## src/rtl/dbuf_pkg.sv

```systemverilog
package dbuf_pkg;

    localparam logic [3:0] OP_WR_CODE  = 4'h0;
    localparam logic [3:0] OP_WR_SPAN  = 4'h1;
    localparam logic [3:0] OP_UPD_ONE  = 4'h2;
    localparam logic [3:0] OP_WR_UPD   = 4'h3;
    localparam logic [3:0] OP_UPD_ALL  = 4'h4;
    localparam logic [3:0] OP_RD_ICODE = 4'h5;
    localparam logic [3:0] OP_RD_ISPAN = 4'h6;
    localparam logic [3:0] OP_RD_ACODE = 4'h7;
    localparam logic [3:0] OP_RD_ASPAN = 4'h8;
    localparam logic [3:0] OP_NOP      = 4'hF;

    localparam logic [3:0] ADDR_ALL    = 4'hF;

    typedef enum logic [1:0] {
        BUF_ICODE = 2'd0,
        BUF_ISPAN = 2'd1,
        BUF_ACODE = 2'd2,
        BUF_ASPAN = 2'd3
    } buf_e;

endpackage

```

## src/rtl/dbuf_sync.sv

```systemverilog
module dbuf_sync #(
    parameter int STAGES = 2
) (
    input  logic clk,
    input  logic rst_n,
    input  logic async_n_i,
    output logic sync_n_o
);
    logic [STAGES-1:0] sync_d, sync_q;

    generate
        if (STAGES > 1) begin : g_chain
            always_comb sync_d = {sync_q[STAGES-2:0], async_n_i};
        end else begin : g_single
            always_comb sync_d = async_n_i;
        end
    endgenerate

    always_ff @(posedge clk or negedge rst_n) begin
        if (!rst_n) sync_q <= '1;
        else        sync_q <= sync_d;
    end

    assign sync_n_o = sync_q[STAGES-1];
endmodule

```

## src/rtl/dbuf_chan.sv

```systemverilog
module dbuf_chan #(
    parameter int CODE_W = 16,
    parameter int SPAN_W = 3
) (
    input  logic              clk,
    input  logic              rst_n,
    input  logic              wr_code_i,
    input  logic              wr_span_i,
    input  logic              upd_i,
    input  logic [CODE_W-1:0] wcode_i,
    input  logic [SPAN_W-1:0] wspan_i,
    output logic [CODE_W-1:0] in_code_o,
    output logic [SPAN_W-1:0] in_span_o,
    output logic [CODE_W-1:0] act_code_o,
    output logic [SPAN_W-1:0] act_span_o
);
    typedef struct packed {
        logic [CODE_W-1:0] in_code;
        logic [SPAN_W-1:0] in_span;
        logic [CODE_W-1:0] act_code;
        logic [SPAN_W-1:0] act_span;
    } chan_t;

    chan_t ch_d, ch_q;

    // Staging writes land first; the copy to the live pair sees them.
    always_comb begin
        ch_d = ch_q;
        if (wr_code_i) ch_d.in_code = wcode_i;
        if (wr_span_i) ch_d.in_span = wspan_i;
        if (upd_i) begin
            ch_d.act_code = ch_d.in_code;
            ch_d.act_span = ch_d.in_span;
        end
    end

    always_ff @(posedge clk or negedge rst_n) begin
        if (!rst_n) ch_q <= '0;
        else        ch_q <= ch_d;
    end

    assign in_code_o  = ch_q.in_code;
    assign in_span_o  = ch_q.in_span;
    assign act_code_o = ch_q.act_code;
    assign act_span_o = ch_q.act_span;

    assert_wr_code_R2: assert property (@(posedge clk) disable iff (!rst_n)
        wr_code_i |=> in_code_o == $past(wcode_i));

    assert_upd_copy_R3: assert property (@(posedge clk) disable iff (!rst_n)
        (upd_i && !wr_code_i && !wr_span_i) |=>
            (act_code_o == $past(in_code_o)) && (act_span_o == $past(in_span_o)));

    assert_idle_hold_R7: assert property (@(posedge clk) disable iff (!rst_n)
        (!wr_code_i && !wr_span_i && !upd_i) |=>
            $stable(in_code_o) && $stable(act_code_o) && $stable(act_span_o));
endmodule

```

## src/rtl/dbuf_regbank.sv

```systemverilog
module dbuf_regbank
    import dbuf_pkg::*;
#(
    parameter int NCH         = 2,
    parameter int CODE_W      = 16,
    parameter int SPAN_W      = 3,
    parameter int SYNC_STAGES = 2
) (
    input  logic                  clk,
    input  logic                  rst_n,
    input  logic                  cs_n,
    input  logic                  hdr_stb,
    input  logic                  frame_stb,
    input  logic [3:0]            cmd,
    input  logic [3:0]            addr,
    input  logic [CODE_W-1:0]     wdata,
    input  logic                  upd_n,
    input  logic                  manual_span,
    input  logic [SPAN_W-1:0]     span_pins,
    output logic [NCH*CODE_W-1:0] act_code_o,
    output logic [NCH*SPAN_W-1:0] act_span_o,
    output logic [CODE_W-1:0]     rb_data_o
);
    localparam int CH_W = (NCH > 1) ? $clog2(NCH) : 1;

    typedef struct packed {
        logic [CH_W-1:0]   ch;
        buf_e              bsel;
        logic [CODE_W-1:0] rb;
    } rbk_t;

    // ---------------- update pin ----------------
    logic upd_sync_n;
    logic ldac_eff;

    dbuf_sync #(.STAGES(SYNC_STAGES)) u_sync (
        .clk       (clk),
        .rst_n     (rst_n),
        .async_n_i (upd_n),
        .sync_n_o  (upd_sync_n)
    );

    assign ldac_eff = !upd_sync_n && cs_n;

    // ---------------- command decode ----------------
    logic [NCH-1:0] hit, wr_code, wr_span, upd;

    always_comb begin
        for (int c = 0; c < NCH; c++) begin
            hit[c]     = (addr == 4'(c)) || (addr == ADDR_ALL);
            wr_code[c] = frame_stb && hit[c] && (cmd == OP_WR_CODE || cmd == OP_WR_UPD);
            wr_span[c] = frame_stb && hit[c] && (cmd == OP_WR_SPAN);
            upd[c]     = ldac_eff ||
                         (frame_stb && ((hit[c] && (cmd == OP_UPD_ONE || cmd == OP_WR_UPD)) ||
                                        (cmd == OP_UPD_ALL)));
        end
    end

    // ---------------- channels ----------------
    logic [CODE_W-1:0] in_code_w  [NCH];
    logic [SPAN_W-1:0] in_span_w  [NCH];
    logic [CODE_W-1:0] act_code_w [NCH];
    logic [SPAN_W-1:0] act_span_w [NCH];

    for (genvar c = 0; c < NCH; c++) begin : g_ch
        dbuf_chan #(.CODE_W(CODE_W), .SPAN_W(SPAN_W)) u_chan (
            .clk        (clk),
            .rst_n      (rst_n),
            .wr_code_i  (wr_code[c]),
            .wr_span_i  (wr_span[c]),
            .upd_i      (upd[c]),
            .wcode_i    (wdata),
            .wspan_i    (wdata[SPAN_W-1:0]),
            .in_code_o  (in_code_w[c]),
            .in_span_o  (in_span_w[c]),
            .act_code_o (act_code_w[c]),
            .act_span_o (act_span_w[c])
        );
        assign act_code_o[c*CODE_W +: CODE_W] = act_code_w[c];
        assign act_span_o[c*SPAN_W +: SPAN_W] = manual_span ? span_pins : act_span_w[c];
    end

    // ---------------- readback pointer and register ----------------
    rbk_t            st_d, st_q;
    logic [CH_W-1:0] addr_ch;
    logic            is_rd;
    buf_e            rd_b;
    logic            nm_vld;
    logic [CH_W-1:0] nm_ch;
    buf_e            nm_b;
    logic [CH_W-1:0] view_ch;
    buf_e            view_b;
    logic [CODE_W-1:0] view;

    always_comb begin
        addr_ch = (int'(addr) < NCH) ? addr[CH_W-1:0] : '0;

        is_rd = 1'b1;
        rd_b  = BUF_ICODE;
        case (cmd)
            OP_RD_ICODE: rd_b = BUF_ICODE;
            OP_RD_ISPAN: rd_b = BUF_ISPAN;
            OP_RD_ACODE: rd_b = BUF_ACODE;
            OP_RD_ASPAN: rd_b = BUF_ASPAN;
            default:     is_rd = 1'b0;
        endcase

        nm_vld = 1'b1;
        nm_ch  = addr_ch;
        nm_b   = rd_b;
        case (cmd)
            OP_WR_CODE: nm_b = BUF_ICODE;
            OP_WR_SPAN: nm_b = BUF_ISPAN;
            OP_UPD_ONE,
            OP_WR_UPD:  nm_b = BUF_ACODE;
            OP_UPD_ALL: begin
                nm_b  = BUF_ACODE;
                nm_ch = '0;
            end
            default:    nm_vld = is_rd;
        endcase

        view_ch = is_rd ? addr_ch : st_q.ch;
        view_b  = is_rd ? rd_b    : st_q.bsel;
        view    = '0;
        for (int c = 0; c < NCH; c++) begin
            if (CH_W'(c) == view_ch) begin
                case (view_b)
                    BUF_ICODE: view = in_code_w[c];
                    BUF_ISPAN: view = CODE_W'(manual_span ? span_pins : in_span_w[c]);
                    BUF_ACODE: view = act_code_w[c];
                    default:   view = CODE_W'(manual_span ? span_pins : act_span_w[c]);
                endcase
            end
        end

        st_d = st_q;
        if (hdr_stb) st_d.rb = view;
        if (frame_stb && nm_vld) begin
            st_d.ch   = nm_ch;
            st_d.bsel = nm_b;
        end
    end

    always_ff @(posedge clk or negedge rst_n) begin
        if (!rst_n) st_q <= '0;
        else        st_q <= st_d;
    end

    assign rb_data_o = st_q.rb;

    // ---------------- assertions ----------------
    assert_lockout_R10: assert property (@(posedge clk) disable iff (!rst_n)
        (!cs_n && !frame_stb) |=> $stable(act_code_o));

    assert_nop_keep_R7: assert property (@(posedge clk) disable iff (!rst_n)
        (frame_stb && cmd == OP_NOP && upd_sync_n) |=>
            $stable(act_code_o) && $stable(st_q.ch) && $stable(st_q.bsel));

    assert_read_aims_R6: assert property (@(posedge clk) disable iff (!rst_n)
        (frame_stb && cmd == OP_RD_ACODE && addr == 4'h0) |=>
            (st_q.bsel == BUF_ACODE) && (st_q.ch == '0));

    assert_span_upper_R8: assert property (@(posedge clk) disable iff (!rst_n)
        (hdr_stb && (cmd == OP_RD_ISPAN || cmd == OP_RD_ASPAN)) |=>
            (rb_data_o >> SPAN_W) == '0);

    assert_manual_rb_R11: assert property (@(posedge clk) disable iff (!rst_n)
        (hdr_stb && manual_span && cmd == OP_RD_ASPAN) |=>
            rb_data_o[SPAN_W-1:0] == $past(span_pins));
endmodule

```

## config.mk

```make
export PLATFORM = sky130hd
export DESIGN_NAME = dbuf_regbank
export DESIGN_NICKNAME = d
export VERILOG_FILES = /design/src/rtl/dbuf_pkg.sv /design/src/rtl/dbuf_sync.sv /design/src/rtl/dbuf_chan.sv /design/src/rtl/dbuf_regbank.sv
export SDC_FILE = /design/constraint.sdc
export NUM_CORES = 1
export LEC_CHECK = 0
export BUFFER_PORTS_ARGS = -buffer_cell sky130_fd_sc_hd__buf_2
export CAP_MARGIN = 20
export CORE_UTILIZATION = 60
export DETAILED_ROUTE_END_ITERATION = 6
export PLACE_DENSITY = 0.86
export SLEW_MARGIN = 20
export SYNTH_ARGS = -nofsm -noshare
export SYNTH_HDL_FRONTEND = slang
export SYNTH_SLANG_ARGS = --single-unit
```

## constraint.sdc

```tcl
create_clock -name clk -period 2.91 [get_ports clk]
set_input_delay 0.291 -clock clk [delete_from_list [all_inputs] [get_ports clk]]
set_output_delay 0.291 -clock clk [all_outputs]
set_load 0.01 [all_outputs]
```

# [Word level (Yosys, flattened, before mapping)]
# Cells that the tools add are included.
[classes] n_lt_le_gt_ge=1 n_eq_ne=12 mux=21 n_reduce_logical=27
[ops] cell="$pmux W16 S3" count=2
[ops] cell="$mux W16" count=3
[ops] cell="$mux W3" count=8
[ops] cell="$eq A4 B3 Y1 const B" count=4
[ops] cell="$logic_and A1 B1 Y1" count=12
[ops] cell="$pmux W2 S3" count=2
[ops] cell="$eq A4 B1 Y1 const B" count=2
[ops] cell="$eq A4 B2 Y1 const B" count=2
[ops] cell="$eq A4 B4 Y1 const B" count=2
[ops] cell="$logic_not A4 Y1" count=2
[ops] cell="$logic_or A1 B1 Y1" count=8
[ops] cell="$mux W1" count=5
[ops] cell="$reduce_or A5 Y1" count=1
[ops] cell="$lt A4 B2 Y1 const B" count=1
[ops] cell="$reduce_or A4 Y1" count=1
[ops] cell="$reduce_or A3 Y1" count=1
[ops] cell="$eq A2 B1 Y1 const B" count=1
[ops] cell="$eq A2 B2 Y1 const B" count=1
[ops] cell="$logic_not A2 Y1" count=1
[ops] cell="$mux W2" count=1
[ops] cell="$logic_not A1 Y1" count=1
[word_totals] ff_bits=97 input_bits=34 out_inout_bits=54 elab_cells=73

# [Logic depth before layout (Yosys ltp)]
# Gate-level depths: netlist of the first run.
[logic_depth] word_depth=7 mapped_depth=8 depth_no_buf=6

# [Hierarchy]
# Synthesis of the first run repeated with hierarchy kept, for this count alone.
[hier_totals] cells_unflattened=377 area_unflattened_um2=4957.3
[modules_own_cells] module="dbuf_chan" instances=2 cells_each=80 area_per_inst_um2=1497.7 seq_area_each_um2=950.9
[modules_own_cells] module="dbuf_regbank" instances=1 cells_each=215 area_per_inst_um2=1909.3 seq_area_each_um2=475.5
[modules_own_cells] module="dbuf_sync" instances=1 cells_each=2 area_per_inst_um2=52.6 seq_area_each_um2=52.6

# [Worst setup path before layout of the first run]
# No wires, ideal clock.
[synth_path] path_type="in2reg" startpoint="input addr[1]" endpoint="register g_ch[1].u_chan.ch_q, in the netlist g_ch[1].u_chan.act_code_o[11]" setup_ps=125 arrival_ps=2047 required_ps=2785 slack_ps=738 cell_stages=6 n_path_buf=1 path_cell_list="nor3_1 > o21ai_1 > nor4_2 > buf_4 > mux2_2 > mux2_2"
[synth_lines] element="start, declared" line="dbuf_regbank.sv:15" text="input logic [3:0] addr,"
[synth_lines] element="end signal, assigned" line="dbuf_chan.sv:39" text="else ch_q <= ch_d;"
[synth_lines] element="end, declared" line="dbuf_chan.sv:24" text="chan_t ch_d, ch_q;"

# [Final worst setup path of the first run]
[layout_path] startpoint="input addr[1]" endpoint="register st_q, in the netlist rb_data_o[6]"
[layout_between] elab_chain_len=4
[layout_rtl] element="$lt A4 B2 Y1" line="dbuf_regbank.sv:96" text="addr_ch = (int'(addr) < NCH) ? addr[CH_W-1:0] : '0;"
[layout_rtl] element="$mux W1" line="dbuf_regbank.sv:96"
[layout_rtl] element="$mux W1" line="dbuf_regbank.sv:123" text="view_ch = is_rd ? addr_ch : st_q.ch;"
[layout_rtl] element="$mux W16" line="dbuf_regbank.sv:127" text="if (CH_W'(c) == view_ch) begin"
[layout_rtl] element="end signal, assigned" line="dbuf_regbank.sv:147" text="else st_q <= st_d;"
[layout_rtl] element="end, declared" line="dbuf_regbank.sv:84" text="rbk_t st_d, st_q;"
# No other way between the ends.
# A chain may end at the register's enable or synchronous reset.

==> summary.txt, run 1 <==
TIMING
--------------------------------------------------------------------------------------------------
Fraction of the cycle the final worst path needs                                             68.1%
Worst-case headroom to the max-slew limit                                                    51.3%
Max frequency                                                                              504 MHz
RSZ-0062 raised after global routing                                                         false
Post-route minimum period                                                                  1.98 ns
Sum of negative setup slack                                                                   0 ns
Post-Route Skew                                                                          0.0111 ns
Transition time at the pin with the least slew margin                                     0.729 ns
Max-slew violations                                                                              0
Final setup fails                                                                                0
Number of hold violations in the final report                                                    0

GLOBAL ROUTE
--------------------------------------------------------------------------------------------------
First-pass GRT wire length                                                                 18.3 mm
Tot GR Track Use                                                                             28.1%
Pin count of the biggest net entering global routing                                            55
Number of antenna violations at the first check in global routing                                0
Overflow left after global routing                                                               0
Via count of the first global-routing pass                                                   3,664

SYNTHESIS
--------------------------------------------------------------------------------------------------
Main combinational cell family by area after synthesis                                multiplexers
Most frequent cells after synthesis                                                   sky130_fd_sc_hd__dfrtp_1, sky130_fd_sc_hd__mux2_2, sky130_fd_sc_hd__and3_1, sky130_fd_sc_hd__inv_1, sky130_fd_sc_hd__a211oi_1
Netlist area before placement                                                            4840 um^2
Synth Area per Inst                                                                      11.8 um^2
Commonest register cell after synthesis                                               sky130_fd_sc_hd__dfrtp_1
Compound-gate portion of the synthesized area                                                11.7%
Top post-synthesis cells by area                                                      sky130_fd_sc_hd__dfrtp_1, sky130_fd_sc_hd__mux2_2, sky130_fd_sc_hd__mux2_4
Cells after synthesis                                                                          412
Post-synthesis sequential element count                                                         97
Asr flop ratio synth                                                                          100%
Yosys warning count                                                                              0
Simple logic cell fraction of the synthesized area                                           8.83%
Most numerous cell in the Yosys netlist                                               sky130_fd_sc_hd__dfrtp_1
Dominant cell type by area after synthesis                                            sky130_fd_sc_hd__dfrtp_1
Parity-gate share of the synthesized area counting xor and xnor cells                           0%
Fraction of synthesized area in multiplexers                                                 21.9%
Count of distinct cell types in the synthesized netlist                                         40
Share of the synthesized area in the top cell type                                           49.1%
Syn_nets                                                                                       446
Sequential cell area fraction in the yosys report                                            50.2%
EDFF count, synth                                                                                0
Adder and majority gate portion of the synthesized area                                         0%

DRT
--------------------------------------------------------------------------------------------------
Met2 wire length                                                                           5.64 mm
Pre-antenna DRT Iters                                                                            5
Sum of routed wire segments on met1                                                        4.60 mm
Number of nets with antenna violations after routing                                             0
Number of vias per cell                                                                       5.97
Mean routed wirelength per cell                                                            18.7 um
Post-route DRC                                                                                   0
Iteration-0 DRC Markers                                                                        149
Top routing layer in use                                                                      met4
Via count                                                                                    3,524
Total met3 wirelength after detailed routing                                                459 um
Final Routed Wirelength                                                                    11.0 mm

CELLS AND AREA
--------------------------------------------------------------------------------------------------
Number of nets in the layout                                                                   517
Area added between synthesis and finish                                                      13.0%
Proportion of layout cells with a drive suffix above 1                                       40.6%
Antenna cell count                                                                               0
Layout Cell Area excl Fill                                                               5480 um^2

WORST SETUP PATH
--------------------------------------------------------------------------------------------------
Beginning of the critical path                                                             addr[1]
Arrival time of data at the critical path endpoint                                         2.19 ns
Path type of the worst setup path                                                     input port to register
Crit path required time                                                                    3.12 ns
Biggest fanout along the worst timing path                                                      10
R2R cell count                                                                                   3
Endpoint class of the critical path                                                       register
Startpoint kind of the worst setup timing path                                          input port
Endpoint of the lowest-slack register-to-register path                                rb_data_o[3]
Beginning of the worst register-to-register path                                          st_q[16]
Reg-to-reg setup timing slack                                                              0.95 ns

WORST HOLD PATH
--------------------------------------------------------------------------------------------------
Worst hold path cell count                                                                       1
Start point of the worst min-delay path                                                      upd_n
End point of the worst hold path                                                      u_sync.sync_q[0]
Hold Crit Class                                                                       input port to register

POWER AND IR DROP
--------------------------------------------------------------------------------------------------
Sequential group share of total power                                                        50.3%
Fraction of power consumed by combinational cells                                            26.5%
Peak supply drop                                                                          0.302 mV
Switching power as a share of total power                                                    31.9%
PD cells                                                                               619 nW/um^2
Net switching component of the power                                                       1080 uW
Clock share of power                                                                         23.2%
P_int                                                                                      2310 uW
Leakage power                                                                           0.00281 uW

CLOCK NETWORK
--------------------------------------------------------------------------------------------------
Maximum clock insertion buffer count                                                             2
Clock latency on the worst-skew pair                                                       0.36 ns
CTS tree                                                                                       yes
TritonCTS Buffers                                                                                9
# H-tree levels                                                                                  3
Clock transition time at the flip-flop clock pins of the worst setup and hold paths        0.09 ns
Number of clock sinks seen by CTS                                                               97
Buffers inserted by post-CTS timing repair                                                       0
Cell at the root of the clock tree                                                    sky130_fd_sc_hd__clkbuf_8

FLOORPLAN
--------------------------------------------------------------------------------------------------
I/O pin count                                                                                   88
Total Die Area                                                                           8440 um^2
Initial core utilization                                                                     62.4%
Area of the core                                                                         7770 um^2
Die outline width                                                                          91.9 um
Standard-cell rows                                                                              32
Vertical die dimension                                                                     91.9 um

PLACED DESIGN
--------------------------------------------------------------------------------------------------
RePlAce Congestion                                                                           0.804
Placement-stage cell area                                                                5290 um^2
# port buffers                                                                                  87
Detailed Place HPWL                                                                        7.78 mm

RUN STATUS
--------------------------------------------------------------------------------------------------
Result of the run                                                                     finished, final reports clean

RUN
--------------------------------------------------------------------------------------------------
Maximum Capacitance Violations                                                                   0

[repair_timing]
item / CTS / global route
endpoints found under the hold margin: 36 / 0
hold buffers: 1 / 0
resized for setup: 0 / 0
[power groups by stage]
stage | combinational [uW] | clock [uW] | sequential [uW]
finish | 897 | 787 | 1700
global route | 977 | 853 | 1730
CTS | 897 | 796 | 1700
detailed placement | 890 | 0 | 1730
global placement | 858 | 0 | 1710
floorplan | 586 | 0 | 1720
[cells by family after synthesis]
logic type,count (synthesis)
muxes,89
buffers and inverters,67
AOI/OAI and AO/OA,83
and+or+nand+nor,76
DFF,97
[how the worst max path moves through the flow]
| stage | slack, ns | cells past startpoint | end |
|---|---|---|---|
| 6_report | 0.93 | 8 | rb_data_o[6] |
| 5_1_grt | 0.80 | 8 | rb_data_o[11] |
| 4_1_cts | 0.93 | 8 | rb_data_o[3] |
| 3_5_place_dp | 0.55 | 8 | rb_data_o[3] |
| 3_3_place_gp | 0.63 | 8 | rb_data_o[11] |
| 2_1_floorplan | 0.74 | 6 | g_ch[1].u_chan.act_code_o[11] |
[per-stage QoR]
| stage | power [uW] | std cells | worst slack, ns | hold WS [ns] | util [%] |
|---|---|---|---|---|---|
| floorplan | 2310 | 412 | 0.738 | -0.00459 | - |
| global placement | 2570 | 573 | 0.635 | 0.347 | 68.2 |
| detailed placement | 2620 | 573 | 0.547 | 0.354 | 68.2 |
| CTS | 3390 | 590 | 0.932 | 0.0163 | 70.5 |
| global route | 3560 | 590 | 0.803 | 0.0136 | 70.5 |
| finish | 3390 | 590 | 0.927 | 0.0284 | 70.5 |
[layout make-up]
class / instances / area, um^2
clock buffers: 11 / 131
well taps: 102 / 128
repair buffers: 100 / 576
clock inverters: 5 / 40.0
fillers: 561 / 2290
inverters: 27 / 101
flip-flops and latches: 97 / 2430
multi-input cells: 248 / 2070
[critical path, stage by stage]
cell and delay, ns:
sky130_fd_sc_hd__buf_2 0.12, sky130_fd_sc_hd__nor4b_2 0.42, sky130_fd_sc_hd__o22ai_1 0.14, sky130_fd_sc_hd__a22oi_2 0.26
sky130_fd_sc_hd__nand2_1 0.28, sky130_fd_sc_hd__buf_4 0.28, sky130_fd_sc_hd__a211oi_1 0.28, sky130_fd_sc_hd__o32ai_1 0.11
[flip-flops by register name, indices dropped and copies added (netlist names)]
name,count
g_ch.u_chan.act_code_o,32
g_ch.u_chan.act_span_o,6
g_ch.u_chan.in_code_o,32
g_ch.u_chan.in_span_o,6
rb_data_o,16
st_q,3
u_sync.sync_q,2
[per-layer routing]
metal / track usage [%] / vias to the layer above
met5: 0 / -
met3: 3.81 / 31
met2: 46.6 / 120
met1: 36.1 / 1758
met4: 14.5 / 0
li1: - / 1615
[cell usage in the layout (no fill, tap or decap), types with 2 or more instances in the layout]
master / synthesis / layout
sky130_fd_sc_hd__o21ai_0: 25 / 25
sky130_fd_sc_hd__clkinvlp_4: 0 / 3
sky130_fd_sc_hd__and3_1: 27 / 27
sky130_fd_sc_hd__nand3_1: 2 / 2
sky130_fd_sc_hd__a211oi_1: 26 / 26
sky130_fd_sc_hd__clkbuf_1: 11 / 2
sky130_fd_sc_hd__inv_1: 27 / 27
sky130_fd_sc_hd__nor2_1: 6 / 6
sky130_fd_sc_hd__o21ai_1: 2 / 2
sky130_fd_sc_hd__dfrtp_1: 95 / 95
sky130_fd_sc_hd__buf_12: 0 / 3
sky130_fd_sc_hd__o221ai_1: 3 / 3
sky130_fd_sc_hd__nor3_1: 4 / 4
sky130_fd_sc_hd__mux2i_1: 13 / 13
sky130_fd_sc_hd__mux2_2: 56 / 56
sky130_fd_sc_hd__clkbuf_8: 0 / 9
sky130_fd_sc_hd__a21oi_1: 7 / 6
sky130_fd_sc_hd__or3_1: 2 / 2
sky130_fd_sc_hd__nand2_1: 18 / 18
sky130_fd_sc_hd__o32ai_1: 13 / 13
sky130_fd_sc_hd__buf_4: 17 / 10
sky130_fd_sc_hd__buf_2: 7 / 86
sky130_fd_sc_hd__nand2b_1: 6 / 6
sky130_fd_sc_hd__nor2b_1: 4 / 4
sky130_fd_sc_hd__dfstp_2: 2 / 2
sky130_fd_sc_hd__mux2_4: 20 / 20
No activity file was read; power rests on OpenSTA's default activity.
==> run 2, diff against run 1 <==
- CORE_UTILIZATION: 60 -> 50
- PLACE_DENSITY: 0.86 -> 0.77
- clock period: 2.91 -> 1.7 ns (I/O delays scaled with it)
==> run 2 against run 1 <==
  * Clock power increased by 120%
  * Clock-buffer cell count decreased by 1
  * Register-to-register slack got worse by 0.92 ns
  * Total power increased by 93%
  * Setup slack got worse by 0.90 ns
  * Design area increased by 13%
  * Global-route usage decreased by 2.8 points
  * Combinational power increased by 110%
  * Non-clock buffer count increased by 31
  * Cell count increased by 9.8%
  * Clock skew increased by 0.0017 ns
  * Largest cell class unchanged
  * Largest power group unchanged
==> summary.txt, run 2 (same netlist as run 1, synthesis figures left out) <==
WORST SETUP PATH
--------------------------------------------------------------------------------------------------
R2R cell count                                                                                   7   +4
Reg-to-reg setup timing slack                                                              0.03 ns   -0.92 ns
Startpoint kind of the worst setup timing path                                            register
Biggest cell delay along the critical path                                                 0.42 ns   about the same
Timing endpoint of the critical path                                                  rb_data_o[4]
Slowest stage cell, crit path                                                         sky130_fd_sc_hd__dfrtp_1
Beginning of the critical path                                                            st_q[18]
Beginning of the worst register-to-register path                                          st_q[18]
Crit path required time                                                                    1.93 ns   -1.19 ns
Arrival time of data at the critical path endpoint                                         1.90 ns   -0.29 ns
Critical Path, Cell by Cell                                                           o22ai_2, a22oi_2, buf_6, nand2_4, buf_12, a211oi_1, o32ai_1
Endpoint class of the critical path                                                       register
Path type of the worst setup path                                                     register to register
Biggest fanout along the worst timing path                                                      11   +1
Endpoint of the lowest-slack register-to-register path                                rb_data_o[4]

CELLS AND AREA
--------------------------------------------------------------------------------------------------
Area added between synthesis and finish                                                      27.4%
Number of cells in the finished layout apart from fillers                                      648   +9.8%
Layout Cell Area excl Fill                                                               6170 um^2   +13%
Most frequent cells in the layout                                                     sky130_fd_sc_hd__dfrtp_1, sky130_fd_sc_hd__buf_2, sky130_fd_sc_hd__mux2_2
Most common cell after layout, fill and taps aside                                    sky130_fd_sc_hd__dfrtp_1
Multi-input combinational cell area                                                      2320 um^2   +12%
Antenna cell count                                                                               0   unchanged
Fillers                                                                                        649   +16%
Number of nets in the layout                                                                   548   +6.0%
Sequential cell area in the final layout                                                 2430 um^2   unchanged
End-of-flow core utilization                                                                 66.2%   -4.3 points
Proportion of layout cells with a drive suffix above 1                                       50.5%   +9.9 points

DRT
--------------------------------------------------------------------------------------------------
Via count                                                                                    3,703   +5.1%
Post-route DRC                                                                                   0   unchanged
Pre-antenna DRT Iters                                                                            5   unchanged
Iteration-0 DRC Markers                                                                        177   +19%
Number of nets with antenna violations after routing                                             0   unchanged
Mean routed wirelength per cell                                                            19.0 um   +1.7%
Number of vias per cell                                                                       5.71   -4.3%
Final Routed Wirelength                                                                    12.3 mm   +12%

CLOCK NETWORK
--------------------------------------------------------------------------------------------------
Cell at the root of the clock tree                                                    sky130_fd_sc_hd__clkbuf_8
TritonCTS Buffers                                                                                9   unchanged
Clock transition time at the flip-flop clock pins of the worst setup and hold paths        0.10 ns   about the same
Maximum clock insertion buffer count                                                             2   unchanged
CTS tree                                                                                       yes
# H-tree levels                                                                                  3   unchanged
Clock latency on the worst-skew pair                                                       0.36 ns   about the same
Number of clock sinks seen by CTS                                                               97   unchanged

GLOBAL ROUTE
--------------------------------------------------------------------------------------------------
Number of antenna violations at the first check in global routing                                0   unchanged
Pin count of the biggest net entering global routing                                            37   -33%
First-pass GRT wire length                                                                 19.7 mm   +7.4%
Overflow left after global routing                                                               0   unchanged
Via count of the first global-routing pass                                                   3,868   +5.6%
Tot GR Track Use                                                                             25.3%   -2.8 points

FLOORPLAN
--------------------------------------------------------------------------------------------------
Area of the core                                                                         9330 um^2   +20%
Standard-cell rows                                                                              35   +9.4%
Total Die Area                                                                         10,100 um^2   +20%
Initial core utilization                                                                     51.9%   -10 points
Vertical die dimension                                                                      100 um   +9.3%
Die outline width                                                                           100 um   +9.3%
I/O pin count                                                                                   88   unchanged

TIMING
--------------------------------------------------------------------------------------------------
Max-slew violations                                                                              0   unchanged
RSZ-0062 raised after global routing                                                          true
Fraction of the cycle the final worst path needs                                             98.1%
Transition time at the pin with the least slew margin                                     0.480 ns   -0.249 ns
Number of hold violations in the final report                                                    0   unchanged
Final setup fails                                                                                0   unchanged
Worst-case headroom to the max-slew limit                                                    68.0%   +17 points
Final worst hold slack                                                                   0.0637 ns   +0.0352 ns
Max frequency                                                                              599 MHz
Post-Route Skew                                                                          0.0128 ns   +0.00168 ns
Post-route minimum period                                                                  1.67 ns

PLACED DESIGN
--------------------------------------------------------------------------------------------------
Detailed Place HPWL                                                                        8.14 mm   +4.6%
Placement-stage cell area                                                                5660 um^2   +7.0%
RePlAce Congestion                                                                           0.858   +6.7%
# port buffers                                                                                  87   unchanged
Placed Instances                                                                               626   +9.2%

POWER AND IR DROP
--------------------------------------------------------------------------------------------------
P_int                                                                                      4520 uW   +96%
PD cells                                                                              1060 nW/um^2   +71%
Fraction of power consumed by combinational cells                                            28.5%   +2.0 points
Net switching component of the power                                                       2030 uW   +88%
Final Power                                                                                6550 uW   +93%
Clock share of power                                                                         26.7%   +3.5 points
Leakage power                                                                           0.00313 uW   +11%
Peak supply drop                                                                          0.545 mV   +80%
Sequential group share of total power                                                        44.9%   -5.4 points
Switching power as a share of total power                                                    31.0%   -0.88 points

RUN STATUS
--------------------------------------------------------------------------------------------------
Result of the run                                                                     finished, final reports clean

RUN
--------------------------------------------------------------------------------------------------
Maximum Capacitance Violations                                                                   0   unchanged

WORST HOLD PATH
--------------------------------------------------------------------------------------------------
Hold Crit Class                                                                       input port to register

==> run 2: worst min-delay path by stage <==
stage                          from                      endpoint  cells after the start
final                      wdata[9]   g_ch[1].u_chan.in_code_o[9]                      2
after global placement        rst_n  g_ch[1].u_chan.act_span_o[2]                      1
after global routing      wdata[10]  g_ch[1].u_chan.in_code_o[10]                      2
after floorplan               rst_n  g_ch[0].u_chan.act_code_o[0]                      0
after detailed placement      rst_n  g_ch[1].u_chan.act_span_o[2]                      1
after CTS                  wdata[9]   g_ch[1].u_chan.in_code_o[9]                      2
==> run 2: area by class of cell <==
| cell class | count | share of cell area (%) |
|---|---|---|
| clock buffers | 10 | 2.23 |
| clock inverters | 6 | 1.60 |
| inverters | 27 | 1.64 |
| multi-input cells | 248 | 37.5 |
| flip-flops and latches | 97 | 39.4 |
| well taps | 129 | 2.61 |
| repair buffers | 131 | 15.0 |
==> run 2: per-layer routing <==
metal  part of all wire, %  wire length, um  global-route usage, %  up-vias
met4                   1.8              227                   10.5        0
li1                      -                -                      -     1678
met3                   5.4              671                   4.18       15
met1                    43             5320                   34.6     1868
met5                     0                0                      0        -
met2                    50             6100                   40.3      142
==> run 2: what timing repair did <==
action | CTS | global route
gates resized for setup | 12 | 25
gates cloned | 1 | 1
hold buffers | 2 | 0
buffers inserted | 1 | 1
pin swaps | 3 | 5
hold endpoints to repair | 32 | 0
setup endpoints to repair | 9 | 16
==> run 2: power by group through the flow <==
stage               clock network [uW]  logic, uW  registers (uW)
finish                            1750       1860            2940
global route                      1870       2010            2980
CTS                               1780       1740            2920
detailed placement                   0       1670            2950
global placement                     0       1620            2940
floorplan                            0       1040            2950
==> run 2: metrics by stage <==
step                      setup slack [ns]  TNS (ns)
after global placement              -0.317    -11.98
final                               0.0316         0
after detailed placement            -0.394    -16.10
after CTS                          0.00101         0
after global routing               -0.0506    -0.238
after floorplan                     -0.200     -3.50
==> run 2: worst max-delay path, delay by kind of cell, from the launching register on <==
family	cells	cell delay (ns)
compound gates	4	0.69
flops	1	0.42
simple gates	1	0.09
buf+inv	2	0.34
